<file path="src/rtl/uart_csr_pkg.sv">
package uart_csr_pkg;

    // Register word indices (byte offset >> 2)
    localparam logic [9:0] IDX_DATA   = 10'd0;
    localparam logic [9:0] IDX_FLAG   = 10'd6;
    localparam logic [9:0] IDX_LPDIV  = 10'd8;
    localparam logic [9:0] IDX_IBAUD  = 10'd9;
    localparam logic [9:0] IDX_FBAUD  = 10'd10;
    localparam logic [9:0] IDX_LINE   = 10'd11;
    localparam logic [9:0] IDX_CTRL   = 10'd12;
    localparam logic [9:0] IDX_LEVEL  = 10'd13;
    localparam logic [9:0] IDX_MASK   = 10'd14;
    localparam logic [9:0] IDX_RAW    = 10'd15;
    localparam logic [9:0] IDX_MSKST  = 10'd16;
    localparam logic [9:0] IDX_CLEAR  = 10'd17;
    localparam logic [9:0] IDX_DMA    = 10'd18;

    localparam int IRQ_W      = 11;
    localparam int IRQ_TX_BIT = 5;
    localparam int IRQ_RX_BIT = 4;
    localparam int LINE_QEN_BIT = 4;

    typedef struct packed {
        logic [7:0]       lpdiv;
        logic [15:0]      ibaud;
        logic [5:0]       fbaud;
        logic [7:0]       line;
        logic [15:0]      ctrl;
        logic [5:0]       level;
        logic [2:0]       dma;
        logic [IRQ_W-1:0] mask;
        logic [IRQ_W-1:0] raw;
        logic [4:0]       thresh;
        logic             rx_full;
        logic [7:0]       tx_byte;
        logic             tx_valid;
    } csr_state_t;

    function automatic logic [4:0] calc_thresh(input logic [7:0] line, input logic [5:0] level);
        return line[LINE_QEN_BIT] ? {level[5:3], 2'b00} : 5'd1;
    endfunction

endpackage

</file>
<file path="src/rtl/uart_rx_queue.sv">
module uart_rx_queue #(
    parameter int DEPTH = 16,          // power of two
    parameter int WIDTH = 8,
    localparam int PTR_W = $clog2(DEPTH),
    localparam int CNT_W = $clog2(DEPTH + 1)
) (
    input  logic             clk,
    input  logic             rst_n,
    input  logic             push,
    input  logic [WIDTH-1:0] push_data,
    input  logic             pop,
    output logic [WIDTH-1:0] head_data,
    output logic [CNT_W-1:0] count
);

    typedef struct packed {
        logic [PTR_W-1:0] wr_ptr;
        logic [PTR_W-1:0] rd_ptr;
        logic [CNT_W-1:0] fill;
    } q_state_t;

    q_state_t q_q, q_d;
    logic [WIDTH-1:0] mem [DEPTH];
    logic pop_ok;

    assign pop_ok    = pop && (q_q.fill != '0);
    assign head_data = mem[q_q.rd_ptr];
    assign count     = q_q.fill;

    always_comb begin
        q_d = q_q;
        if (push)   q_d.wr_ptr = q_q.wr_ptr + 1'b1;
        if (pop_ok) q_d.rd_ptr = q_q.rd_ptr + 1'b1;
        q_d.fill = q_q.fill + CNT_W'(push) - CNT_W'(pop_ok);
    end

    always_ff @(posedge clk or negedge rst_n) begin
        if (!rst_n) q_q <= '0;
        else        q_q <= q_d;
    end

    always_ff @(posedge clk) begin
        if (push) mem[q_q.wr_ptr] <= push_data;
    end

    // the queue is never written past its depth
    a_r5_no_overflow: assert property (@(posedge clk) disable iff (!rst_n)
        !(push && !pop && q_q.fill == CNT_W'(DEPTH)));

    // a read of an empty queue leaves it empty
    a_r5_empty_pop: assert property (@(posedge clk) disable iff (!rst_n)
        (pop && !push && q_q.fill == '0) |=> (q_q.fill == '0));

endmodule

</file>
<file path="src/rtl/uart_id_rom.sv">
module uart_id_rom (
    input  logic [2:0] idx,
    output logic [7:0] id_byte
);
    always_comb begin
        unique case (idx)
            3'd0: id_byte = 8'h11;
            3'd1: id_byte = 8'h10;
            3'd2: id_byte = 8'h14;
            3'd3: id_byte = 8'h00;
            3'd4: id_byte = 8'h0D;
            3'd5: id_byte = 8'hF0;
            3'd6: id_byte = 8'h05;
            default: id_byte = 8'hB1;
        endcase
    end
endmodule

</file>
<file path="src/rtl/uart_csr_front.sv">
module uart_csr_front
    import uart_csr_pkg::*;
#(
    parameter int RX_DEPTH = 16,
    parameter int ID_BASE  = 32'hFE0,
    localparam int CNT_W   = $clog2(RX_DEPTH + 1),
    localparam int ID_SPAN = 32
) (
    input  logic        clk,
    input  logic        rst_n,
    input  logic [11:0] bus_addr,
    input  logic        bus_wr,
    input  logic [31:0] bus_wdata,
    input  logic        bus_rd,
    output logic [31:0] bus_rdata,
    input  logic [7:0]  rx_data,
    input  logic        rx_valid,
    output logic        rx_ready,
    output logic [7:0]  tx_data,
    output logic        tx_valid,
    output logic        irq
);

    csr_state_t q, d;

    logic [9:0]       sel;
    logic             id_hit;
    logic [2:0]       id_idx;
    logic [7:0]       id_byte;
    logic             queue_en;
    logic [CNT_W-1:0] fill;
    logic [7:0]       head;
    logic             push, pop, pop_ok;
    logic [CNT_W-1:0] fill_after_pop, fill_final;
    logic             rx_set, rx_clr;
    logic             wr_reg, rd_data;
    logic [31:0]      flags;
    logic             unused_bits;

    assign unused_bits = ^{bus_wdata[31:16], bus_addr[1:0]};

    assign sel    = bus_addr[11:2];
    assign id_hit = (32'(bus_addr) >= ID_BASE) && (32'(bus_addr) < ID_BASE + ID_SPAN);
    assign id_idx = 3'((32'(bus_addr) - ID_BASE) >> 2);

    assign queue_en = q.line[LINE_QEN_BIT];
    assign rx_ready = queue_en ? (fill < CNT_W'(RX_DEPTH)) : (fill == '0);
    assign push     = rx_valid && rx_ready;
    assign wr_reg   = bus_wr && !id_hit;
    assign rd_data  = bus_rd && !id_hit && (sel == IDX_DATA);
    assign pop      = rd_data;
    assign pop_ok   = pop && (fill != '0);

    assign fill_after_pop = fill - CNT_W'(pop_ok);
    assign fill_final     = fill_after_pop + CNT_W'(push);
    assign rx_clr = pop_ok && (32'(fill_after_pop) + 1 == 32'(q.thresh));
    assign rx_set = push && (32'(fill_final) == 32'(q.thresh));

    uart_rx_queue #(.DEPTH(RX_DEPTH), .WIDTH(8)) u_queue (
        .clk       (clk),
        .rst_n     (rst_n),
        .push      (push),
        .push_data (rx_data),
        .pop       (pop),
        .head_data (head),
        .count     (fill)
    );

    uart_id_rom u_id (
        .idx     (id_idx),
        .id_byte (id_byte)
    );

    // Next-state computation
    always_comb begin
        d = q;
        d.tx_valid = 1'b0;
        if (wr_reg) begin
            case (sel)
                IDX_DATA: begin
                    d.tx_byte = bus_wdata[7:0];
                    d.tx_valid = 1'b1;
                    d.raw[IRQ_TX_BIT] = 1'b1;
                end
                IDX_LPDIV: d.lpdiv = bus_wdata[7:0];
                IDX_IBAUD: d.ibaud = bus_wdata[15:0];
                IDX_FBAUD: d.fbaud = bus_wdata[5:0];
                IDX_LINE: begin
                    d.line   = bus_wdata[7:0];
                    d.thresh = calc_thresh(bus_wdata[7:0], q.level);
                end
                IDX_CTRL:  d.ctrl = bus_wdata[15:0];
                IDX_LEVEL: begin
                    d.level  = bus_wdata[5:0];
                    d.thresh = calc_thresh(q.line, bus_wdata[5:0]);
                end
                IDX_MASK:  d.mask = bus_wdata[IRQ_W-1:0];
                IDX_CLEAR: d.raw  = q.raw & ~bus_wdata[IRQ_W-1:0];
                IDX_DMA:   d.dma  = bus_wdata[2:0];
                default: ;
            endcase
        end
        // receive source: hardware set wins over a same-cycle clear
        if (rx_clr) d.raw[IRQ_RX_BIT] = 1'b0;
        if (rx_set) d.raw[IRQ_RX_BIT] = 1'b1;
        if (rd_data) d.rx_full = 1'b0;
        if (push && (!queue_en || fill_final == CNT_W'(RX_DEPTH))) d.rx_full = 1'b1;
    end

    always_ff @(posedge clk or negedge rst_n) begin
        if (!rst_n) begin
            q        <= '0;
            q.ctrl   <= 16'h0300;
            q.level  <= 6'h12;
            q.thresh <= 5'd1;
        end else begin
            q <= d;
        end
    end

    assign flags = {24'd0, 1'b1, q.rx_full, 1'b0, (fill == '0), 4'd0};

    // Read data mux
    always_comb begin
        bus_rdata = '0;
        if (id_hit) begin
            bus_rdata = {24'd0, id_byte};
        end else begin
            case (sel)
                IDX_DATA:  bus_rdata = {24'd0, head};
                IDX_FLAG:  bus_rdata = flags;
                IDX_LPDIV: bus_rdata = {24'd0, q.lpdiv};
                IDX_IBAUD: bus_rdata = {16'd0, q.ibaud};
                IDX_FBAUD: bus_rdata = {26'd0, q.fbaud};
                IDX_LINE:  bus_rdata = {24'd0, q.line};
                IDX_CTRL:  bus_rdata = {16'd0, q.ctrl};
                IDX_LEVEL: bus_rdata = {26'd0, q.level};
                IDX_MASK:  bus_rdata = {21'd0, q.mask};
                IDX_RAW:   bus_rdata = {21'd0, q.raw};
                IDX_MSKST: bus_rdata = {21'd0, q.raw & q.mask};
                IDX_DMA:   bus_rdata = {29'd0, q.dma};
                default:   bus_rdata = '0;
            endcase
        end
    end

    assign tx_data  = q.tx_byte;
    assign tx_valid = q.tx_valid;
    assign irq      = |(q.raw & q.mask);

    // a data write produces the transmit strobe and raises the transmit source
    a_r2_tx_emit: assert property (@(posedge clk) disable iff (!rst_n)
        (bus_wr && !id_hit && sel == IDX_DATA) |=> (tx_valid && q.raw[IRQ_TX_BIT]));

    // no interrupt without an enabled source
    a_r3_irq_masked: assert property (@(posedge clk) disable iff (!rst_n)
        irq |-> (q.mask != '0));

    // a full queue refuses input
    a_r6_full_stall: assert property (@(posedge clk) disable iff (!rst_n)
        (fill == CNT_W'(RX_DEPTH)) |-> !rx_ready);

    // single-entry mode reports full once a byte is taken
    a_r7_single_full: assert property (@(posedge clk) disable iff (!rst_n)
        (push && !queue_en) |=> q.rx_full);

    // an empty queue always accepts
    a_r8_empty_accept: assert property (@(posedge clk) disable iff (!rst_n)
        (fill == '0) |-> rx_ready);

endmodule

</file>
<file path="config.mk">
export PLATFORM = sky130hd
export DESIGN_NAME = uart_csr_front
export DESIGN_NICKNAME = d
export VERILOG_FILES = /design/src/rtl/uart_csr_pkg.sv /design/src/rtl/uart_rx_queue.sv /design/src/rtl/uart_id_rom.sv /design/src/rtl/uart_csr_front.sv
export SDC_FILE = /design/constraint.sdc
export NUM_CORES = 1
export LEC_CHECK = 0
export ABC_AREA = 0
export BUFFER_PORTS_ARGS = -buffer_cell sky130_fd_sc_hd__buf_2
export CAP_MARGIN = 20
export CORE_MARGIN = 5
export CORE_UTILIZATION = 50
export CTS_CLUSTER_DIAMETER = 200
export DETAILED_ROUTE_END_ITERATION = 10
export GPL_TIMING_DRIVEN = 0
export PLACE_DENSITY = 0.77
export SLEW_MARGIN = 10
export SYNTH_ARGS = -nofsm -noshare
export SYNTH_HDL_FRONTEND = slang
export SYNTH_HIERARCHICAL = 1
export SYNTH_SLANG_ARGS = --single-unit
</file>
<file path="constraint.sdc">
create_clock -name clk -period 2.95 [get_ports clk]
set_input_delay 0.7375 -clock clk [delete_from_list [all_inputs] [get_ports clk]]
set_output_delay 0.7375 -clock clk [all_outputs]
set_load 0.005 [all_outputs]
</file>
# Word-level counts from Yosys, hierarchy flattened
# Memories as Yosys holds them, arrays and structs flattened.
# Index checks and enable logic that the tools add are counted.
classes:
  order_cmp: 2
  addsub: 8
  bitwise: 3
  reduce_logical: 34
  eq_ne: 21
  muxes: 18
op_table:
  columns: ["operator", "count"]
  rows:
  - ["case mux 16 bit (12 select lines)", 1]
  - ["equality test 10 x 4 -> 1 bit (second input constant)", 8]
  - ["case mux 8 bit (7 select lines)", 1]
  - ["equality test 10 x 5 -> 1 bit (second input constant)", 3]
  - ["AND reduction 2 bit", 13]
  - ["bitwise AND 11 bit", 2]
  - ["2-to-1 mux 16 bit", 1]
  - ["2-to-1 mux 5 bit", 3]
  - ["greater-or-equal comparator 12 bit (second input constant)", 1]
  - ["NOT 11 bit", 1]
  - ["OR reduction 11 bit", 1]
  - ["adder 5 x 1 -> 5 bit", 2]
  - ["equality test 10 x 3 -> 1 bit (second input constant)", 1]
  - ["zero test 10 bit", 1]
  - ["2-to-1 mux 10 bit", 1]
  - ["case mux 5 bit (2 select lines)", 1]
  - ["subtractor 5 x 1 -> 5 bit", 2]
  - ["equality test 3 bit (second input constant)", 3]
  - ["2-to-1 mux 1 bit", 9]
  - ["adder 4 x 1 -> 4 bit (second input constant)", 2]
  - ["logical AND 1 bit", 8]
  - ["adder 5 x 1 -> 6 bit (second input constant)", 1]
  - ["equality test 3 x 2 -> 1 bit (second input constant)", 2]
  - ["equality test 6 x 5 -> 1 bit", 1]
  - ["other kinds (13)", 17]
word_totals:
  in_bits: 57
  memories: 1
  ff_bits: 113
  out_inout_bits: 43
  ramBits: 128
  elab_cells: 105
memory_table:
  columns: ["name", "words", "width", "rd", "rd_ports_with_merged_regs", "wr", "line", "text"]
  rows:
  - ["u_queue.mem", 16, 8, 1, 0, 1, "uart_rx_queue.sv:23", "logic [WIDTH-1:0] mem [DEPTH];"]

# Longest topological paths before layout
# Gate-level depths: netlist of run 1.
depth:
  ltp_word: 11
  mapped_depth: 15
  depth_no_buf: 13

# Hierarchy
# The synthesis of run 1 kept the hierarchy.
modules_own_cells:
  columns: ["mod", "instances", "area_each_um2", "cells_per_inst", "seq_area_each_um2"]
  rows:
  - ["uart_rx_queue", 1, 5734.2, 292, 4169.0]
  - ["uart_csr_front", 1, 5406.4, 471, 2483.6]
  - ["uart_id_rom", 1, 80.1, 13, 0.0]

# Worst setup path before layout of run 1
# OpenSTA, ideal clock, no wires.
synth_path:
  path_kind: "input-to-reg"
  startpoint: "in bus_addr[9]"
  endpoint: "reg q[19] in the netlist's numbering"
  path_buffers: 0
  slack_ns: -0.525
  arrival_time_ns: 3.345
  required_time_ns: 2.820
  stages: 13
  cell_sequence: "nor4_4 -> nand2_1 -> nor4_1 -> ha_1 -> inv_1 -> ha_1 -> ha_1 -> nand3_1 -> a2bb2oi_1 -> xnor2_1 -> and2_1 -> o2111ai_1 -> o22ai_1"
synth_via:
  elab_chain_cells: 11
synth_lines:
  columns: ["element", "line", "text"]
  rows:
  - ["start, declared", "uart_csr_front.sv:11", "input logic [11:0] bus_addr,"]
  - ["greater-or-equal comparator 12 bit", "uart_csr_front.sv:43", "assign id_hit = (32'(bus_addr) >= ID_BASE) && (32'(bus_addr) < ID_BASE + ID_SPAN);"]
  - ["zero test 1 bit", "uart_csr_front.sv:49, uart_csr_front.sv:50", null]
  - ["logical AND 1 bit (2 in a row)", "uart_csr_front.sv:50", "assign rd_data = bus_rd && !id_hit && (sel == IDX_DATA);"]
  - ["logical AND 1 bit", "uart_csr_front.sv:52", "assign pop_ok = pop && (fill != '0);"]
  - ["subtractor 5 x 1 -> 5 bit", "uart_csr_front.sv:54", "assign fill_after_pop = fill - CNT_W'(pop_ok);"]
  - ["adder 5 x 1 -> 6 bit / adder 5 x 1 -> 5 bit (equally long branches)", "uart_csr_front.sv:56, uart_csr_front.sv:55", null]
  - ["equality test 6 x 5 -> 1 bit / equality test 5 bit (equally long branches)", "uart_csr_front.sv:56, uart_csr_front.sv:57", null]
  - ["logical AND 1 bit (on tied branches)", "uart_csr_front.sv:56, uart_csr_front.sv:57", null]
  - ["nonzero test 3 bit (no source line) / 2-to-1 mux 1 bit (equally long branches)", null, null]
  - ["AND reduction 2 bit (no source line) / 2-to-1 mux 1 bit (equally long branches)", null, null]
  - ["end, declared", "uart_csr_front.sv:24", "csr_state_t q, d;"]
# Several ways; a longest one is shown, not always the timed one.
# A chain may end at the register's enable or synchronous reset.

# Worst setup path after layout of run 1
layout_path:
  startpoint: "reg u_queue/q_q[5] in the netlist's numbering"
  endpoint: "out bus_rdata[0]"
layout_via:
  elab_chain_cells: 3
layout_lines:
  columns: ["element", "line", "text"]
  rows:
  - ["start, declared", "uart_rx_queue.sv:22", "q_state_t q_q, q_d;"]
  - ["start signal, assigned", "uart_rx_queue.sv:39", "else q_q <= q_d;"]
  - ["memory read (16 x 8 bit)", null, null]
  - ["via head[0]", "uart_csr_front.sv:32", "logic [7:0] head;"]
  - ["case mux 16 bit (12 select lines)", "uart_csr_front.sv:129", "case (sel)"]
  - ["2-to-1 mux 16 bit", "uart_csr_front.sv:126", "if (id_hit) begin"]
  - ["end, declared", "uart_csr_front.sv:15", "output logic [31:0] bus_rdata,"]
# The timed path passes the listed nets, and every way through them passes these cells.

==> metrics.json, run 1 <==
{
  "synthesis": {
    "synth.top_cell.area_share": 0.3426,
    "postSynth.topFlopCell": "sky130_fd_sc_hd__edfxtp_1",
    "synth.yosys.warnings": 6,
    "syn-instance-count": 776,
    "postSynthAreaPerCell_um2": 14.46,
    "seq_area_frac_synth": 0.5929,
    "async_sr_flop_fraction": 0.4667,
    "yosys.area.top_type": "sky130_fd_sc_hd__edfxtp_1",
    "synth_area_um2": 11220,
    "post_synth_main_area_contributors": "sky130_fd_sc_hd__edfxtp_1, sky130_fd_sc_hd__dfrtp_1, sky130_fd_sc_hd__mux2_2",
    "ys_types": 69,
    "synth_edf_count": 128,
    "ys_ff_latch": 240
  },
  "sta": {
    "finalSetupViolCount": 12,
    "final_hold_viol_count": 0,
    "max_slew_margin": 0.4186,
    "max_slew.worst_pin.slew_ns": 0.8689,
    "number_of_slew_limit_violations_in_the_final_report": 0,
    "finalWorstPathRequiredPeriod_ns": 3.610,
    "final.hold.worst_slack_ns": 0.1561,
    "fmaxAchievable_mhz": 277.0,
    "timing.final.crit_share": 1.224,
    "rsz0062_at_grt": "yes",
    "final.setup.worst_slack_ns": -0.6596,
    "fin_worst_skew_ns": 0.008823
  },
  "route": {
    "firstDrtPassIters": 5,
    "final_routed_wire_length_divided_by_cell_count_um": 21.99,
    "viasPerCell": 5.924,
    "drt_total_wl_mm": 26.57,
    "final_antenna_net_count": 0,
    "vias": 7156,
    "drt-initial-drc-count": 596,
    "post-route-drc-count": 0
  },
  "run_status": {
    "failed_checks": "negative setup slack",
    "status": "complete, but fails checks"
  },
  "place": {
    "place.port_buffers": 63,
    "dpl_cell_area_um2": 12090,
    "place_inst": 1136,
    "gp_congestion": 0.9224,
    "post-dp-hpwl_mm": 17.25,
    "dpl_worst_slack_ns": -0.7317
  },
  "power": {
    "sw_frac_of_total": 0.2407,
    "power_frac_seq": 0.489,
    "p_int_mw": 5.638,
    "peakVddDrop_uv": 522.8,
    "power.clock.fraction": 0.405,
    "power_switching_mw": 1.788,
    "power.density_nw_per_um2": 549.4,
    "pwr-share-comb": 0.105,
    "power.leakage_nw": 5.446
  },
  "global_route": {
    "grt_pass1_wl_mm": 40.79,
    "gr-max-usage-layer": "met2",
    "groute.usage.overall": 0.2008,
    "grt_start_max_net_pins": 62,
    "grt_util_met3": 0.03737,
    "overflow": 0,
    "grt_antenna_before_repair": 0,
    "met2_usage": 0.3276,
    "first_global_vias": 7205,
    "grt.met1_usage": 0.2778
  },
  "hold_path": {
    "timing.hold.worst.class": "input port to asynchronous set/reset pin"
  },
  "setup_path": {
    "startpoint_type": "flop",
    "worstSetupEndpointType": "output port",
    "worst_ep_required_time_ns": 2.21,
    "worst-endpoint-arrival_ns": 2.87,
    "criticalPathCategory": "flop to output port",
    "critPathMaxFanout": 10
  },
  "clocking": {
    "cts.clk_slew.worst_paths_ns": 0.06,
    "htree_levels": 1,
    "clk_latency_ns": 0.53,
    "total_clock_buffers_created_by_cts": 25,
    "clock_sinks": 240,
    "cts-root-to-sink-buffers": 3,
    "tritoncts": "yes",
    "clock_root_buffer": "sky130_fd_sc_hd__clkbuf_16"
  },
  "floorplan": {
    "area_of_the_die_um2": 25540,
    "effective_utilization_at_floorplan": 0.5110,
    "rows": 54,
    "core_um2": 21960,
    "boundary_pins": 100,
    "die_w_um": 159.8,
    "floorplan.die.height_um": 159.8
  },
  "final_layout": {
    "area_delta_synth_final_pct": 20.45,
    "post-route-cell-area_um2": 13520,
    "layout-drive-gt1-share": 0.4256,
    "antenna_cells": 0,
    "final_net_count": 984,
    "layout.cells.most_common": "sky130_fd_sc_hd__edfxtp_1",
    "most-common-layout-cells": "sky130_fd_sc_hd__edfxtp_1, sky130_fd_sc_hd__dfrtp_1, sky130_fd_sc_hd__mux2_2",
    "layout.filler_cells": 1618,
    "instances_no_fill": 1208
  },
  "flow_run": {
    "cap_viol_max_count": 0
  }
}
[Yosys cell counts, drive strengths merged (2+ instances only)]
master	count
a211oi	2
a21boi	9
a21o	4
a21oi	16
a221oi	7
a222oi	7
a22o	8
a22oi	24
a31oi	3
a32o	4
a32oi	5
and2	5
and3	4
buf	45
clkbuf	18
conb	2
dfrtp	107
dfstp	5
edfxtp	128
ha	16
inv	18
mux2	83
mux2i	6
mux4	33
nand2	49
nand2b	9
nand3	18
nand4	6
nor2	43
nor2b	8
nor3	14
nor4	6
nor4b	2
o21ai	16
o21bai	3
o22ai	3
o2bb2ai	2
xnor2	13
xor2	11
[cell type report]
| type | instances | area [um^2] | share of cell area |
|---|---|---|---|
| multi-input cells | 470 | 4546 | 0.3363 |
| clock buffers | 31 | 678.2 | 0.05018 |
| repair buffers | 95 | 645.6 | 0.04777 |
| plain buffers | 60 | 466.7 | 0.03453 |
| well taps | 280 | 350.3 | 0.02592 |
| inverters | 18 | 70.07 | 0.005184 |
| clock inverters | 14 | 106.4 | 0.007869 |
| flip-flops and latches | 240 | 6653 | 0.4922 |
[stage by stage]
step	util	total power, mW	TNS [ns]
after floorplan	-	4.202	-0.3664
after global placement	0.5485	4.388	-85.15
after detailed placement	0.5505	4.415	-57.93
after CTS	0.6085	7.453	-4.990
after global routing	0.6155	7.701	-6.453
final	0.6155	7.426	-4.944
[power groups by stage]
stage | sequential (mW) | clock (mW) | combinational, mW
after floorplan | 3.69 | 0 | 0.515
after global placement | 3.70 | 0 | 0.692
after detailed placement | 3.70 | 0 | 0.718
after CTS | 3.63 | 3.05 | 0.773
after global routing | 3.64 | 3.20 | 0.867
final | 3.63 | 3.01 | 0.783
[kinds of logic (layout without fill, tap and decap cells)]
kind of cell | Yosys count | count (layout) | share of synthesized area
buf+inv | 81 | 218 | 0.04371
flops | 240 | 240 | 0.5929
simple gates | 170 | 170 | 0.08608
xor+xnor | 24 | 24 | 0.01873
fa+ha+maj | 17 | 17 | 0.01963
mux | 122 | 122 | 0.1596
compound gates | 120 | 120 | 0.07873
other cells | 2 | 17 | 0.0006693
[routing by layer]
layer / wire, um / vias to the layer above
li1: - / 3185
met1: 11160 / 3624
met2: 12830 / 295
met3: 1925 / 52
met4: 645 / 0
met5: 0 / -
[timing repair]
item	4_1_cts	5_1_grt
hold buffers	0	0
setup endpoints to repair	147	64
pin swaps	25	30
gates cloned	2	0
resized for setup	90	32
endpoints found under the hold margin	0	0
setup buffers	18	14
[worst paths after layout]
check | from | end | slack, ns | depth (start not counted)
setup / recovery | u_queue/q_q[5] | bus_rdata[0] | -0.66 | 10
hold / removal | rst_n | tx_data[4] | 0.16 | 1
setup reg to reg | u_queue/count[1] | q[19] | 0.08 | 15
hold reg to reg | q[94] | q[94] | 0.50 | 1
max in group asynchronous | rst_n | q[55] | 2.08 | 2
min in group clk | bus_wdata[8] | q[23] | 0.44 | 2
[state kept, by name, summed over array words and instances, names as in the netlist]
| signal | count |
|---|---|
| u_queue/mem | 128 |
| flags | 1 |
| q | 89 |
| tx_data | 8 |
| u_queue/q_q | 8 |
| tx_valid | 1 |
| u_queue/count | 5 |
[worst max-delay path, stage by stage, from the launching register on]
cell and delay (ns):
sky130_fd_sc_hd__dfrtp_1 0.36, sky130_fd_sc_hd__buf_6 0.16, sky130_fd_sc_hd__buf_12 0.15, sky130_fd_sc_hd__mux4_2 0.54, sky130_fd_sc_hd__a22oi_2 0.17, sky130_fd_sc_hd__nand2_1 0.09
sky130_fd_sc_hd__a32oi_1 0.17, sky130_fd_sc_hd__o22ai_1 0.11, sky130_fd_sc_hd__a221oi_2 0.21, sky130_fd_sc_hd__nand3_1 0.18, sky130_fd_sc_hd__buf_2 0.18
(Power assumes the default switching activity.)
==> inputs of run 2 (changes only) <==
REMOVE_ABC_BUFFERS = 1   (was not set)
==> run 2 against run 1 <==
Compared with the run above:
- the flow still finishes with violations (negative setup slack)
- via count is 1.8% higher
- sequential share of layout area increased by 0.13 points
- maximum frequency is 1.4% lower
- count of clock-buffer cells in the layout is 3 higher
- non-clock buffer count decreased by 28
- largest power group unchanged
- highest routed layer unchanged
==> metrics.json, run 2 (synthesis results as in run 1) <==
{
  "final_layout": {
    "layout-drive-gt1-share": 0.4222,
    "final_net_count": 956,
    "largest_registers": "u_queue/mem (128), q (89)",
    "post-route-cell-area_um2": 13500,
    "post-route-util": 0.6148,
    "layout.filler_cells": 1526,
    "most-common-layout-cells": "sky130_fd_sc_hd__edfxtp_1, sky130_fd_sc_hd__dfrtp_1, sky130_fd_sc_hd__mux2_2",
    "largest_register": "u_queue/mem",
    "largest_register_ff_count": 128,
    "instances_no_fill": 1181,
    "layout.cells.most_common": "sky130_fd_sc_hd__edfxtp_1",
    "area_delta_synth_final_pct": 20.31,
    "multi_input_area_um2": 4621,
    "sequential_standard_cell_area_um2": 6663
  },
  "setup_path": {
    "crit_path_max_incr_delay_ns": 0.56,
    "worstSetupEndpointType": "output port",
    "cpMaxStageDelayCell": "sky130_fd_sc_hd__mux4_1",
    "criticalPathCategory": "flop to output port",
    "critPathMaxFanout": 11,
    "worst_ep_required_time_ns": 2.21,
    "worst-endpoint-arrival_ns": 2.92,
    "startpoint_type": "flop",
    "crit_chain": "buf_8, mux4_1, a22oi_1, nand2_1, a32o_1, a21oi_1, nand4_1, buf_2"
  },
  "sta": {
    "fin_worst_skew_ns": 0.007142,
    "final_hold_viol_count": 0,
    "rsz0062_at_grt": "yes",
    "fmaxAchievable_mhz": 273.1,
    "final.setup.worst_slack_ns": -0.7121,
    "setup_total_negative_slack_ns": -4.967,
    "finalSetupViolCount": 12,
    "number_of_slew_limit_violations_in_the_final_report": 0,
    "finalWorstPathRequiredPeriod_ns": 3.662,
    "final.hold.worst_slack_ns": 0.1545,
    "max_slew_margin": 0.3819,
    "max_slew.worst_pin.slew_ns": 0.9253,
    "timing.final.crit_share": 1.241
  },
  "clocking": {
    "cts.clk_slew.worst_paths_ns": 0.06,
    "total_clock_buffers_created_by_cts": 25,
    "clock_sinks": 240,
    "cts-root-to-sink-buffers": 3,
    "cts-hold-fix-buffers": 0,
    "clock_root_buffer": "sky130_fd_sc_hd__clkbuf_16",
    "clk_latency_ns": 0.52,
    "tritoncts": "yes",
    "htree_levels": 1
  },
  "route": {
    "drt-initial-drc-count": 811,
    "vias": 7287,
    "firstDrtPassIters": 6,
    "final_antenna_net_count": 0,
    "final_routed_wire_length_divided_by_cell_count_um": 23.76,
    "viasPerCell": 6.170,
    "drt_total_wl_mm": 28.06,
    "post-route-drc-count": 0
  },
  "place": {
    "dpl_cell_area_um2": 11650,
    "gp_congestion": 0.9206,
    "dpl_worst_slack_ns": -1.178,
    "post-dp-hpwl_mm": 16.33,
    "place_inst": 1078,
    "place.port_buffers": 65
  },
  "power": {
    "pwr-share-comb": 0.111,
    "total_power_mw": 7.554,
    "power.density_nw_per_um2": 559.6,
    "power.leakage_nw": 5.371,
    "power_frac_seq": 0.486,
    "sw_frac_of_total": 0.2371,
    "peakVddDrop_uv": 423.0,
    "power.clock.fraction": 0.402,
    "p_int_mw": 5.763,
    "power_switching_mw": 1.791
  },
  "floorplan": {
    "floorplan.die.height_um": 159.8,
    "effective_utilization_at_floorplan": 0.5110,
    "core_um2": 21960,
    "area_of_the_die_um2": 25540,
    "boundary_pins": 100,
    "die_w_um": 159.8,
    "rows": 54
  },
  "run_status": {
    "failed_checks": "negative setup slack",
    "status": "complete, but fails checks"
  },
  "global_route": {
    "grt_antenna_before_repair": 1,
    "grt_start_max_net_pins": 64,
    "grt_pass1_wl_mm": 41.12,
    "overflow": 0,
    "groute.usage.overall": 0.2014,
    "first_global_vias": 7092
  },
  "hold_path": {
    "timing.hold.worst.class": "input port to asynchronous set/reset pin"
  },
  "flow_run": {
    "cap_viol_max_count": 0
  }
}
[run 2: changes by cell type in the layout (fill, tap and decap cells not counted), moves of 5 or more]
cell / previous run / this run
sky130_fd_sc_hd__buf_4: 58 / 43
sky130_fd_sc_hd__buf_8: 2 / 8
sky130_fd_sc_hd__dfrtp_1: 107 / 101
sky130_fd_sc_hd__clkbuf_2: 5 / 0
sky130_fd_sc_hd__dfrtp_2: 0 / 5
[run 2: worst paths after layout]
kind / depth (start not counted) / endpoint / from / slack (ns)
worst max-delay path: 8 / bus_rdata[5] / u_queue/q_q[5] / -0.71
worst min register to register: 1 / tx_data[6] / tx_data[6] / 0.50
worst max register to register: 13 / q[19] / u_queue/count[1] / 0.01
min in group clk: 2 / q[23] / bus_wdata[8] / 0.44
worst min-delay path: 1 / tx_data[7] / rst_n / 0.15
max in group asynchronous: 2 / q[10] / rst_n / 2.08
[run 2: worst max-delay path, delay by kind of cell (launching register included)]
kind	cells	cell delay, ns
AOI/OAI and AO/OA	3	0.73
muxes	1	0.56
buffers and inverters	2	0.34
DFF	1	0.47
and+or+nand+nor	2	0.31
[run 2: power by group through the flow]
stage / Sequential [mW] / Combinational (mW) / Clock, mW
2_1_floorplan: 3.73 / 0.371 / 0
3_3_place_gp: 3.75 / 0.535 / 0
3_5_place_dp: 3.74 / 0.570 / 0
4_1_cts: 3.69 / 0.597 / 3.07
5_1_grt: 3.68 / 0.908 / 3.25
6_report: 3.67 / 0.841 / 3.04
[run 2: area by class of cell]
type                       count  share of cell area
sequential                   240              0.4936
inverter                      18            0.005190
multi-input combinational    470              0.3423
clock buffer                  34             0.05107
clock inverter                11            0.007693
tap                          280             0.02595
timing repair buffer         127             0.07406
antenna                        1           0.0001854
[run 2: per-layer routing]
metal  vias to the layer above  track usage  wire [um]
met5                         -            0          0
met4                         0      0.06570        976
met3                        77      0.03840       2082
met2                       382       0.3284      13980
met1                      3685       0.2758      11020
li1                       3143            -          -
[run 2: repair_timing]
| action | CTS | global route |
|---|---|---|
| cloned | 2 | 2 |
| setup buffers | 11 | 43 |
| pin swaps | 10 | 42 |
| setup endpoints to repair | 134 | 122 |
| gates resized for setup | 65 | 82 |
